<file path="src/rtl/sync_sel_pkg.sv">
package sync_sel_pkg;

  typedef struct packed {
    logic fire;
    logic setExt;
    logic clrExt;
  } selStrobe_t;

endpackage

</file>
<file path="src/rtl/sync_sel_sync.sv">
module sync_sel_sync #(
  parameter int STAGES = 2
) (
  input  logic clk,
  input  logic rstN,
  input  logic asyncIn,
  output logic syncRise
);

  logic [STAGES:0] chain;

  genvar g;
  generate
    for (g = 0; g <= STAGES; g++) begin : gStage
      if (g == 0) begin : gFirst
        always_ff @(posedge clk or negedge rstN) begin
          if (!rstN) chain[g] <= 1'b0;
          else       chain[g] <= asyncIn;
        end
      end else begin : gNext
        always_ff @(posedge clk or negedge rstN) begin
          if (!rstN) chain[g] <= 1'b0;
          else       chain[g] <= chain[g-1];
        end
      end
    end
  endgenerate

  assign syncRise = chain[STAGES-1] & ~chain[STAGES];

endmodule

</file>
<file path="src/rtl/sync_sel_ctrl.sv">
module sync_sel_ctrl
  import sync_sel_pkg::*;
#(
  parameter int MISS_LIMIT = 4
) (
  input  logic       clk,
  input  logic       rstN,
  input  logic       syncRise,
  input  logic       oscTick,
  input  logic       extMode,
  output selStrobe_t strobe
);

  localparam int CW = $clog2(MISS_LIMIT + 1);

  logic [CW-1:0] missCount;
  logic          lastMiss;

  assign lastMiss = (missCount == CW'(MISS_LIMIT - 1));

  always_comb begin
    strobe = '0;
    if (!extMode) begin
      if (syncRise) begin
        strobe.setExt = 1'b1;
        strobe.fire   = 1'b1;
      end else begin
        strobe.fire = oscTick;
      end
    end else if (syncRise) begin
      strobe.fire = 1'b1;
    end else if (oscTick && lastMiss) begin
      strobe.clrExt = 1'b1;
      strobe.fire   = 1'b1;
    end
  end

  always_ff @(posedge clk or negedge rstN) begin
    if (!rstN) begin
      missCount <= '0;
    end else if (!extMode || syncRise || strobe.clrExt) begin
      missCount <= '0;
    end else if (oscTick) begin
      missCount <= missCount + 1'b1;
    end
  end

endmodule

</file>
<file path="src/rtl/sync_sel_dp.sv">
module sync_sel_dp
  import sync_sel_pkg::*;
(
  input  logic       clk,
  input  logic       rstN,
  input  selStrobe_t strobe,
  output logic       extMode,
  output logic       cycleStart,
  output logic       phaseSel
);

  always_ff @(posedge clk or negedge rstN) begin
    if (!rstN) begin
      extMode    <= 1'b0;
      cycleStart <= 1'b0;
      phaseSel   <= 1'b0;
    end else begin
      if (strobe.setExt)      extMode <= 1'b1;
      else if (strobe.clrExt) extMode <= 1'b0;
      cycleStart <= strobe.fire;
      phaseSel   <= phaseSel ^ cycleStart;
    end
  end

endmodule

</file>
<file path="src/rtl/sync_ref_select.sv">
module sync_ref_select
  import sync_sel_pkg::*;
#(
  parameter int SYNC_STAGES = 2,
  parameter int MISS_LIMIT  = 4
) (
  input  logic clk,
  input  logic rstN,
  input  logic syncIn,
  input  logic oscTick,
  output logic cycleStart,
  output logic extMode,
  output logic phaseSel
);

  logic       syncRise;
  selStrobe_t strobe;

  sync_sel_sync #(.STAGES(SYNC_STAGES)) uSync (
    .clk      (clk),
    .rstN     (rstN),
    .asyncIn  (syncIn),
    .syncRise (syncRise)
  );

  sync_sel_ctrl #(.MISS_LIMIT(MISS_LIMIT)) uCtrl (
    .clk      (clk),
    .rstN     (rstN),
    .syncRise (syncRise),
    .oscTick  (oscTick),
    .extMode  (extMode),
    .strobe   (strobe)
  );

  sync_sel_dp uDp (
    .clk        (clk),
    .rstN       (rstN),
    .strobe     (strobe),
    .extMode    (extMode),
    .cycleStart (cycleStart),
    .phaseSel   (phaseSel)
  );

endmodule

</file>
<file path="config.mk">
export PLATFORM = sky130hd
export DESIGN_NAME = sync_ref_select
export DESIGN_NICKNAME = d
export VERILOG_FILES = /design/src/rtl/sync_sel_pkg.sv /design/src/rtl/sync_sel_sync.sv /design/src/rtl/sync_sel_ctrl.sv /design/src/rtl/sync_sel_dp.sv /design/src/rtl/sync_ref_select.sv
export SDC_FILE = /design/constraint.sdc
export NUM_CORES = 1
export LEC_CHECK = 0
export BUFFER_PORTS_ARGS = -buffer_cell sky130_fd_sc_hd__buf_2
export CAP_MARGIN = 20
export CELL_PAD_IN_SITES_DETAIL_PLACEMENT = 1
export CELL_PAD_IN_SITES_GLOBAL_PLACEMENT = 1
export CORE_AREA = 4 4 41 43
export DETAILED_ROUTE_END_ITERATION = 7
export DIE_AREA = 0 0 45 47
export PLACE_DENSITY = 0.56
export SYNTH_ARGS = -nofsm -noshare
export SYNTH_HDL_FRONTEND = slang
export SYNTH_SLANG_ARGS = --single-unit
</file>
<file path="constraint.sdc">
create_clock -name clk -period 2.5 [get_ports clk]
set_input_delay 0.125 -clock clk [delete_from_list [all_inputs] [get_ports clk]]
set_output_delay 0.125 -clock clk [all_outputs]
set_load 0.005 [all_outputs]
</file>
## Yosys cells after proc, flatten, opt, wreduce, memory -nomap -nowiden

Index checks and enable logic that the tools add are counted.
W data, S select, Z words.

| cells by class | value |
|---|---|
| reduce and logical (&&, ||, !) cells | 6 |
| $lt $le $gt $ge | 0 |
| divide/modulo/power cells | 0 |
| bitwise logic cells | 3 |
| equality and inequality tests | 1 |
| multiplexer cells | 12 |
| $add $sub $neg | 1 |
| $mul | 0 |
| shift-type cells | 0 |

Operators with widths:

| kind | count |
|---|---|
| $mux W1 | 10 |
| $mux W3 | 2 |
| $reduce_bool A2 Y1 | 2 |
| $add A3 B1 Y3 const B | 1 |
| $eq A3 B2 Y1 const B | 1 |
| $logic_or A1 B1 Y1 | 2 |
| $and A1 B1 Y1 | 1 |
| $logic_and A1 B1 Y1 | 1 |
| $logic_not A1 Y1 | 1 |
| $not A1 Y1 | 1 |
| $xor A1 B1 Y1 | 1 |

| storage, ports and cells | value |
|---|---|
| memories kept | 0 |
| latch bits | 0 |
| ROM bits | 0 |
| memory bits (writable) | 0 |
| output and inout bits | 3 |
| register bits after elaboration | 9 |
| word-level logic and storage cells | 30 |
| input bits | 4 |

## Longest topological paths before layout

Gate-level depths: netlist (run 1).

| depth | value |
|---|---|
| word-level depth | 7 |
| depth in mapped cells | 4 |
| depth with buffers taken out | 4 |

## By module

Synthesis (run 1) repeated with hierarchy kept, for this count alone.

| second synthesis, totals | value |
|---|---|
| cell total of the unflattened synthesis | 31 |
| area, all modules | 380.4 µm² |

Modules (own cells, without submodules):

| module | instances | cells an instance | area an instance (µm²) | sequential area each (µm²) |
|---|---|---|---|---|
| sync_sel_ctrl | 1 | 21 | 196.4 | 75.1 |
| sync_sel_dp | 1 | 6 | 95.1 | 75.1 |
| sync_sel_sync | 1 | 4 | 88.8 | 75.1 |

## Worst setup path before layout (run 1)

OpenSTA, ideal clock, no wires.

| path | value |
|---|---|
| path kind | register to register |
| from | reg uCtrl.missCount[0] |
| to | reg uCtrl.missCount[2] |
| setup time | 0.087 ns |
| slack | 1.302 ns |
| stages on the path, launching flop included | 5 |
| arrival | 1.111 ns |
| data required time | 2.413 ns |
| path buffers | 0 |
| clock period less this slack | 1.198 ns |
| path through | dfrtp_1 > ha_1 > ha_1 > nand2b_1 > a211oi_2 |

| between the ends | value |
|---|---|
| word-level cells in the longest chain between the ends | 7 |
| elaborated cells on any way between the ends | 10 |
| classes of those cells | add/sub (1); eq/ne (1); mux (5); reduce/logical (3) |

Ends and longest elaborated chain:

| element | RTL line | source |
|---|---|---|
| start: declaration | sync_sel_ctrl.sv:16 | `logic [CW-1:0] missCount;` |
| start signal: assignment | sync_sel_ctrl.sv:44 | `missCount <= missCount + 1'b1;` |
| $eq A3 B2 Y1 | sync_sel_ctrl.sv:19 | `assign lastMiss = (missCount == CW'(MISS_LIMIT - 1));` |
| $logic_and A1 B1 Y1 | sync_sel_ctrl.sv:32 | `end else if (oscTick && lastMiss) begin` |
| $mux W1 | sync_sel_ctrl.sv:32 |  |
| $mux W1 | sync_sel_ctrl.sv:30 | `end else if (syncRise) begin` |
| $mux W1 | sync_sel_ctrl.sv:23 | `if (!extMode) begin` |
| $logic_or A1 B1 Y1 | sync_sel_ctrl.sv:41 | `end else if (!extMode \|\| syncRise \|\| strobe.clrExt) begin` |
| $mux W3 / $reduce_bool A2 Y1 (equally long branches) | - |  |

Several ways; a longest one is shown, not always the timed one. The select of a mux whose other input is x is not followed.
A chain may end at the register's enable or synchronous reset.

## Worst setup path after layout (run 1)

| path | value |
|---|---|
| from | reg uCtrl.missCount[0] |
| to | reg uCtrl.missCount[0] |

The elaborated chain is that of the path after synthesis.

==> flow_metrics.tcl, run 1 <==
set metrics [dict create \
    clock_latency_ns 0.26 \
    yosysWarnings 0 \
    path_max_fanout 4 \
    rows 13 \
    fmax_ghz 0.766 \
    synthesis.nets 31 \
    crit_path_end_kind "register" \
    numPortBuffers 6 \
    synth.top_cells.by_count "9 x dfrtp_1, 4 x nand2b_1, 2 x ha_1, 2 x nor3_2" \
    slew_viol_final 0 \
    power.density_mw_per_mm2 1000 \
    rsz0062_at_grt "no" \
    die_w_um 45 \
    finalNonFillerCells 52 \
    crit_arrival_ns 1.49 \
    place_congestion 0.674 \
    p_leak_nw 0.224 \
    multiInputGateArea_sq_um 135 \
    track_usage 0.0815 \
    drt-pass1-iter-count 2 \
    hold_path.class "in2reg" \
    fin_nets 44 \
    initial_utilization 0.280 \
    cp.required_ns 2.68 \
    hold_viol 0 \
    total_power_mw 0.460 \
    wirelength_um 669 \
    tightestPinTransition_ns 0.213 \
    synth_cell_types 12 \
    cpMostUsedCell "ha_1" \
    syn2layout_area_growth_pct 26.1 \
    cts_tree "done" \
    cts.sinks 9 \
    synth_area_leaders "dfrtp_1 62%, ha_1 6.9%, nand2b_1 6.9%" \
    path_cells "ha_1, ha_1, a21bo_2, nor3_2" \
    preCtsSetupSlack_ns 1.19 \
    period_share 0.522 \
    grt_overflow 0 \
    cts-resized-gates 0 \
    hpwl_um 532 \
    hold-worst-slack_ns 0.190 \
    syn_area_sq_um 364 \
    worst_path_max_delay_cell "dfrtp_1" \
    grt_max_degree 10 \
    status "finished clean" \
    clock-skew-final_ns 0.00620 \
    vias_per_cell 4.40 \
    yosysTopAreaCell "dfrtp_1" \
    yosysSeqAreaShare 0.619 \
    path_buf_inv 0 \
    syn_avg_cell_area_sq_um 14.6 \
    maxSlewHeadroom 0.858 \
    cts.clk_slew.worst_paths_ns 0.07 \
    max-cap-violations 0 \
    core_area_sq_mm 0.00130 \
    fin_crit_ns 1.31 \
    fillers 155 \
    numCtsBuffers 3 \
    seqCellArea_sq_um 225 \
    synth_top_area_share 0.619 \
    synthArstFlopShare 1.00 \
    setup_tns_ns 0 \
    drt_iter0_markers 2 \
    drive_gt1_frac 0.351 \
    io_pins 7 \
    slowest_delay_ns 0.39 \
    num_vias 229 \
    grt_first_pass_wirelength_um 1140 \
    startpoint_type "register" \
    setup_viol 0 \
    fp.dieH_um 47 \
    ant_nets 0 \
    synth-seq-cells 9 \
    synth_most_common_cell "dfrtp_1" \
    cts_max_level 1 \
    diodes 0 \
    drc 0 \
    syn_inst 25 \
    irDropWorstVdd_mv 0.361 \
    critical_path.top_delay_family "adder cells" \
    synth-edff-count 0 \
    dieArea_sq_mm 0.00212 \
    crit_type "reg2reg" \
    root_buffer "clkbuf_4" \
    setup_ws_ns 1.19 \
    dp.cells 46 \
    wl_per_cell_um 12.9 \
    synth-main-ff-cell "dfrtp_1" \
    antenna_found_initial 0 \
    grt_pass1_vias 235 \
    cts.path.max_buffers 2 \
]
report_power, final:
part           total [mW]  leakage [nW]  switching [mW]  internal (mW)
Sequential          0.211         0.108          0.0247          0.186
Clock               0.112        0.0150          0.0509         0.0614
Combinational       0.137         0.101          0.0659         0.0708
Total               0.460         0.224           0.142          0.319
logic make-up (layout without fill, tap and decap cells):
| family | Yosys count | after routing | synth area share |
|---|---|---|---|
| AND/OR/NAND/NOR | 7 | 7 | 0.144 |
| XOR/XNOR | 2 | 2 | 0.0481 |
| AO/OA/AOI/OAI | 3 | 3 | 0.0825 |
| multiplexers | 1 | 1 | 0.0275 |
| adder cells (fa/ha/maj) | 2 | 2 | 0.0687 |
| flip-flops | 9 | 9 | 0.619 |
| buffers and inverters | 1 | 13 | 0.0103 |
stage by stage:
step / util / area, sq um
6_report: 0.353 / 459
5_1_grt: 0.353 / 459
4_1_cts: 0.353 / 459
3_5_place_dp: 0.317 / 413
3_3_place_gp: 0.317 / 413
2_1_floorplan: - / 364
routing by layer:
layer  global-route usage  wire length (um)
met5                    0                 0
met4               0.0526                 0
met3               0.0230                33
met2                0.130               372
met1               0.0962               262
sequential cells by signal, indices dropped and copies added, names as in the netlist:
register         flops
uCtrl.missCount      3
uSync.chain          3
uDp.cycleStart       1
uDp.extMode          1
uDp.phaseSel         1
worst paths after layout:
path | from | endpoint | slack [ns] | depth (start not counted)
setup / recovery | uCtrl.missCount[0]$_DFFE_PN0P_ | uCtrl.missCount[0]$_DFFE_PN0P_ | 1.19 | 4
hold / removal | oscTick | uDp.cycleStart$_DFF_PN0_ | 0.19 | 2
setup reg to reg | uCtrl.missCount[0]$_DFFE_PN0P_ | uCtrl.missCount[0]$_DFFE_PN0P_ | 1.19 | 4
hold reg to reg | uSync.chain[0]$_DFF_PN0_ | uSync.chain[1]$_DFF_PN0_ | 0.36 | 0
max in group asynchronous | rstN | uSync.chain[2]$_DFF_PN0_ | 2.09 | 2
min in group asynchronous | rstN | uCtrl.missCount[1]$_DFFE_PN0P_ | 0.23 | 2
what timing repair did:
action	in CTS	in global routing
setup buffers	0	0
hold endpoints to repair	10	0
hold buffers	2	0
layout make-up:
cell class | count | share of cell area
inverters | 1 | 0.00817
repair buffers | 8 | 0.109
well taps | 15 | 0.0409
clock buffers | 4 | 0.0572
multi-input cells | 15 | 0.294
flip-flops and latches | 9 | 0.490
placed cells by master, fill, tap and decap left out, drive strengths merged:
cell         n
xor2         1
xnor2        1
clkbuf       4
inv          1
dlygate4sd3  2
a211oi       1
nor3         2
buf          6
a21bo        1
and2b        1
mux2i        1
nand2b       4
dfrtp        9
ha           2
a21o         1
(Power assumes the default switching activity.)
==> inputs of run 2 (changes only) <==
Settings changed: PLACE_DENSITY 0.56 to 0.58.
Clock period 2.5 ns to 1.15 ns, I/O delays scaled along.
==> run 2 against run 1 <==
  * The flow now finishes with violations (negative setup slack)
  * Clock skew down 0.0049 ns
  * Die area unchanged
  * Final cell count up 1.9%
  * Via count unchanged
  * Count of clock-buffer cells in the layout unchanged
  * Fmax up 9.3%
  * Flip-flop and latch count unchanged
  * Setup slack worse by 1.2 ns
  * Sequential power up 120%
  * Design area up 7.9%
  * Global-route usage down 0.073 points
  * Sequential share of layout area down 3.6 points
  * Critical path type unchanged
==> flow_metrics.tcl, run 2 (synthesized netlist as in run 1, its figures left out) <==
set metrics [dict create \
    max-cap-violations 0 \
    period_share 1.04 \
    cts.sinks 9 \
    cp.required_ns 1.31 \
    grt_first_pass_wirelength_um 1100 \
    fmax_ghz 0.837 \
    cts_tree "done" \
    numCtsBuffers 3 \
    setup_viol 2 \
    top_regs "uCtrl.missCount (3), uSync.chain (3)" \
    io_pins 7 \
    p_leak_nw 0.235 \
    ant_nets 0 \
    irDropWorstVdd_mv 1.09 \
    grt_pass1_vias 255 \
    wl_per_cell_um 11.8 \
    layout_common_cells "9 x dfrtp_1, 6 x buf_2, 3 x nand2b_1, 3 x clkbuf_4" \
    worst_path_max_delay_cell "dfrtp_1" \
    clock_latency_ns 0.25 \
    cts_max_level 1 \
    crit_arrival_ns 1.36 \
    fin_nets 45 \
    rsz0062_at_grt "yes" \
    drive_gt1_frac 0.447 \
    violations "negative setup slack" \
    maxSlewHeadroom 0.856 \
    num_vias 229 \
    final_common_cell "dfrtp_1" \
    diodes 0 \
    hold_viol 0 \
    dr_wl_met3_um 45 \
    numPortBuffers 6 \
    hold-worst-slack_ns 0.132 \
    root_buffer "clkbuf_4" \
    syn2layout_area_growth_pct 36.1 \
    fp.dieH_um 47 \
    clock-skew-final_ns 0.00127 \
    place_congestion 0.669 \
    total_power_mw 1.06 \
    core_area_sq_mm 0.00130 \
    rows 13 \
    cts.path.max_buffers 2 \
    crit_type "reg2reg" \
    fin_crit_ns 1.20 \
    crit_path_end_kind "register" \
    track_usage 0.0807 \
    startpoint_type "register" \
    slew_viol_final 0 \
    path_cells "ha_2, ha_4, a21bo_4, a211oi_2" \
    path_max_fanout 4 \
    wirelength_um 623 \
    grt_overflow 0 \
    initial_utilization 0.280 \
    vias_per_cell 4.32 \
    cts.clk_slew.worst_paths_ns 0.06 \
    hold_path.class "in2reg" \
    antenna_found_initial 0 \
    m1WireLength_um 239 \
    drc 0 \
    wl_met2_um 338 \
    die_w_um 45 \
    dieArea_sq_mm 0.00212 \
    drt-pass1-iter-count 1 \
    tightestPinTransition_ns 0.217 \
    status "finished with violations" \
    grt_max_degree 10 \
    maxUsedRoutingLayer "met3" \
    slowest_delay_ns 0.38 \
    setup_ws_ns -0.0451 \
    preCtsSetupSlack_ns -0.0664 \
    power.density_mw_per_mm2 2140 \
    drt_iter0_markers 0 \
]
## run 2: where the power goes
part	switching, mW	total, mW	leakage [nW]	internal [mW]
sequential	0.0547	0.460	0.108	0.405
combinational	0.157	0.376	0.112	0.219
clock	0.0919	0.224	0.0150	0.133
## run 2: metrics by stage
step / utilization / instances / cell area, sq um / TNS, ns
after CTS: 0.381 / 53 / 495 / -0.0876
final: 0.381 / 53 / 495 / -0.0606
after floorplan: - / 25 / 387 / 0
after global routing: 0.381 / 53 / 495 / -0.231
after global placement: 0.335 / 46 / 435 / -0.0411
after detailed placement: 0.335 / 46 / 435 / -0.171
## run 2: worst max-delay path: cells and delay by family, from the launching register on
| family | cells | cell delay (ns) |
|---|---|---|
| flip-flops | 1 | 0.38 |
| adder cells (fa/ha/maj) | 2 | 0.37 |
| AO/OA/AOI/OAI | 2 | 0.36 |
## run 2: worst paths after layout
path                                           startpoint  slack (ns)  cells past startpoint                        endpoint
max in group asynchronous                            rstN        0.80                      2        uSync.chain[1]$_DFF_PN0_
min in group asynchronous                            rstN        0.18                      2         uDp.extMode$_DFFE_PN0P_
hold reg to reg                  uSync.chain[0]$_DFF_PN0_        0.35                      0        uSync.chain[1]$_DFF_PN0_
setup reg to reg           uCtrl.missCount[0]$_DFFE_PN0P_       -0.05                      4  uCtrl.missCount[2]$_DFFE_PN0P_
setup / recovery           uCtrl.missCount[0]$_DFFE_PN0P_       -0.05                      4  uCtrl.missCount[2]$_DFFE_PN0P_
hold / removal                                    oscTick        0.13                      3  uCtrl.missCount[2]$_DFFE_PN0P_
## run 2: per-layer routing
metal / GRT usage / up-vias
li1: - / 112
met1: 0.0847 / 110
met2: 0.133 / 7
met3: 0.0575 / 0
met4: 0.0175 / 0
met5: 0 / -
## run 2: timing repair
item                       in CTS  in global routing
buffers inserted                1                  0
gates resized for setup         1                  0
setup endpoints to repair       4                  4
hold endpoints to repair       10                  0
pin swaps                       4                  0
hold buffers                    2                  0
## run 2: final cells by class
type	count	area, sq um
inverters	1	3.75
well taps	15	18.8
repair buffers	9	57.6
fillers	149	806
clock buffers	4	26.3
multi-input cells	15	164
flip-flops and latches	9	225
==> inputs of run 3 (changes only) <==
Settings changed: BUFFER_PORTS_ARGS -buffer_cell sky130_fd_sc_hd__buf_2 to -buffer_cell sky130_fd_sc_hd__buf_4, GPL_TIMING_DRIVEN from default to 0.
==> run 3 against run 2 <==
  * The flow still finishes with violations (negative setup slack)
  * Setup slack improved by 0.019 ns
  * Clock skew barely moved
  * Sequential power barely moved
  * First-iteration DRC count did not move
  * Design area rose by 4.5%
  * Critical path type unchanged
  * Largest power group unchanged
==> flow_metrics.tcl, run 3 (synthesized netlist as in run 1, its figures left out) <==
set metrics [dict create \
    status "finished with violations" \
    violations "negative setup slack" \
    crit_path_end_kind "register" \
    drt-pass1-iter-count 1 \
    initial_utilization 0.280 \
    diodes 0 \
    rows 13 \
    period_share 1.02 \
    wl_per_cell_um 11.5 \
    fin_crit_ns 1.18 \
    cts_max_level 1 \
    fp.dieH_um 47 \
    ant_nets 0 \
    grt_overflow 0 \
    fmax_ghz 0.850 \
    syn2layout_area_growth_pct 42.3 \
    numCtsBuffers 3 \
    final_common_cell "dfrtp_1" \
    fin_area_sq_um 518 \
    rr_endpoint "uCtrl.missCount[2]$_DFFE_PN0P_" \
    critical_path.top_delay_family "flip-flops" \
    slew_viol_final 0 \
    setup_ws_ns -0.0262 \
    startpoint_type "register" \
    numPortBuffers 6 \
    layout_common_cells "9 x dfrtp_1, 8 x buf_4, 3 x nand2b_1, 3 x clkbuf_4" \
    antenna_found_initial 0 \
    clock-skew-final_ns 0.00141 \
    tightestPinTransition_ns 0.182 \
    cts.clk_slew.worst_paths_ns 0.06 \
    drive_gt1_frac 0.462 \
    maxSlewHeadroom 0.875 \
    grt_pass1_vias 230 \
    path_cells "ha_2, ha_4, a21bo_4, a211oi_2" \
    slowest_delay_ns 0.38 \
    setup_tns_ns -0.0285 \
    r2r_slack_ns -0.03 \
    path_max_fanout 4 \
    vias_per_cell 4.20 \
    grt_max_degree 10 \
    core_area_sq_mm 0.00130 \
    irDropWorstVdd_mv 0.705 \
    min_from "oscTick" \
    root_buffer "clkbuf_4" \
    path_buf_inv 0 \
    wirelength_um 623 \
    hold_path.class "in2reg" \
    hpwl_um 482 \
    setup_viol 2 \
    drc 0 \
    die_w_um 45 \
    grt_first_pass_wirelength_um 1010 \
    cts_tree "done" \
    hold_viol 0 \
    cp-startpoint "uCtrl.missCount[1]$_DFFE_PN0P_" \
    num_vias 227 \
    fin_nets 46 \
    ff2ff_path_depth 4 \
    crit_end "uCtrl.missCount[2]$_DFFE_PN0P_" \
    drt_iter0_markers 0 \
    crit_type "reg2reg" \
    cp.depth 4 \
    cp.required_ns 1.32 \
    placed_area_sq_um 450 \
    cts.sinks 9 \
    power.density_mw_per_mm2 2150 \
    io_pins 7 \
    crit_arrival_ns 1.35 \
    worst_path_max_delay_cell "dfrtp_1" \
    rsz0062_at_grt "yes" \
    place_congestion 0.735 \
    p_leak_nw 0.246 \
    clock_latency_ns 0.25 \
    dieArea_sq_mm 0.00212 \
    top_regs "uCtrl.missCount (3), uSync.chain (3)" \
    preCtsSetupSlack_ns -0.0503 \
    cts.path.max_buffers 2 \
    max-cap-violations 0 \
    worstReg2RegStart "uCtrl.missCount[1]$_DFFE_PN0P_" \
    track_usage 0.0687 \
]
==> run 3: cell count changes in the layout (fill, tap and decap cells not counted) <==
| cell | before | now |
|---|---|---|
| buf_4 | 1 | 8 |
| buf_2 | 6 | 0 |
==> run 3: routing by layer <==
layer / part of all wire / up-vias / global-route usage / wire [um]
li1: - / 112 / - / -
met2: 0.50 / 5 / 0.107 / 309
met3: 0.056 / 0 / 0.0345 / 35
met1: 0.45 / 110 / 0.0847 / 279
met5: 0 / - / 0 / 0
met4: 0 / 0 / 0.0175 / 0
==> run 3: final cells by class <==
type                       count  area (sq um)
clock buffer                   4          26.3
fill                         148           783
inverter                       1          3.75
multi-input combinational     15           164
sequential                     9           225
tap                           15          18.8
timing repair buffer          10          80.1
==> run 3: power by group <==
part           total, mW  internal [mW]  switching [mW]
clock network      0.229          0.133          0.0958
logic              0.429          0.262           0.167
registers          0.458          0.405          0.0532
total               1.12          0.800           0.316
==> run 3: worst min path at each step <==
stage                                     endpoint  depth (start not counted)
detailed placement        uSync.chain[0]$_DFF_PN0_                          1
floorplan           uCtrl.missCount[0]$_DFFE_PN0P_                          0
global placement          uSync.chain[0]$_DFF_PN0_                          1
finish                    uDp.cycleStart$_DFF_PN0_                          2
CTS                       uDp.cycleStart$_DFF_PN0_                          2
global route        uCtrl.missCount[2]$_DFFE_PN0P_                          3
==> run 3: what timing repair did <==
item	CTS	global route
hold buffers	2	0
hold endpoints to repair	10	0
endpoints found under the setup margin	4	4
buffers inserted	1	1
pin swaps	5	1
gates resized for setup	1	0
==> run 3: metrics by stage <==
stage	power, mW	utilization	hold WS, ns	instances
after floorplan	0.691	-	-0.238	25
after global placement	0.795	0.346	-0.118	46
after detailed placement	0.828	0.346	-0.112	46
after CTS	1.12	0.392	0.0988	53
after global routing	1.20	0.398	0.0995	54
final	1.12	0.398	0.104	54
==> run 3: worst register-to-register path, cell delays in order (launching register included) <==
cell and delay, ns:
dfrtp_1 0.38, ha_2 0.21, ha_4 0.16, a21bo_4 0.22
a211oi_2 0.13
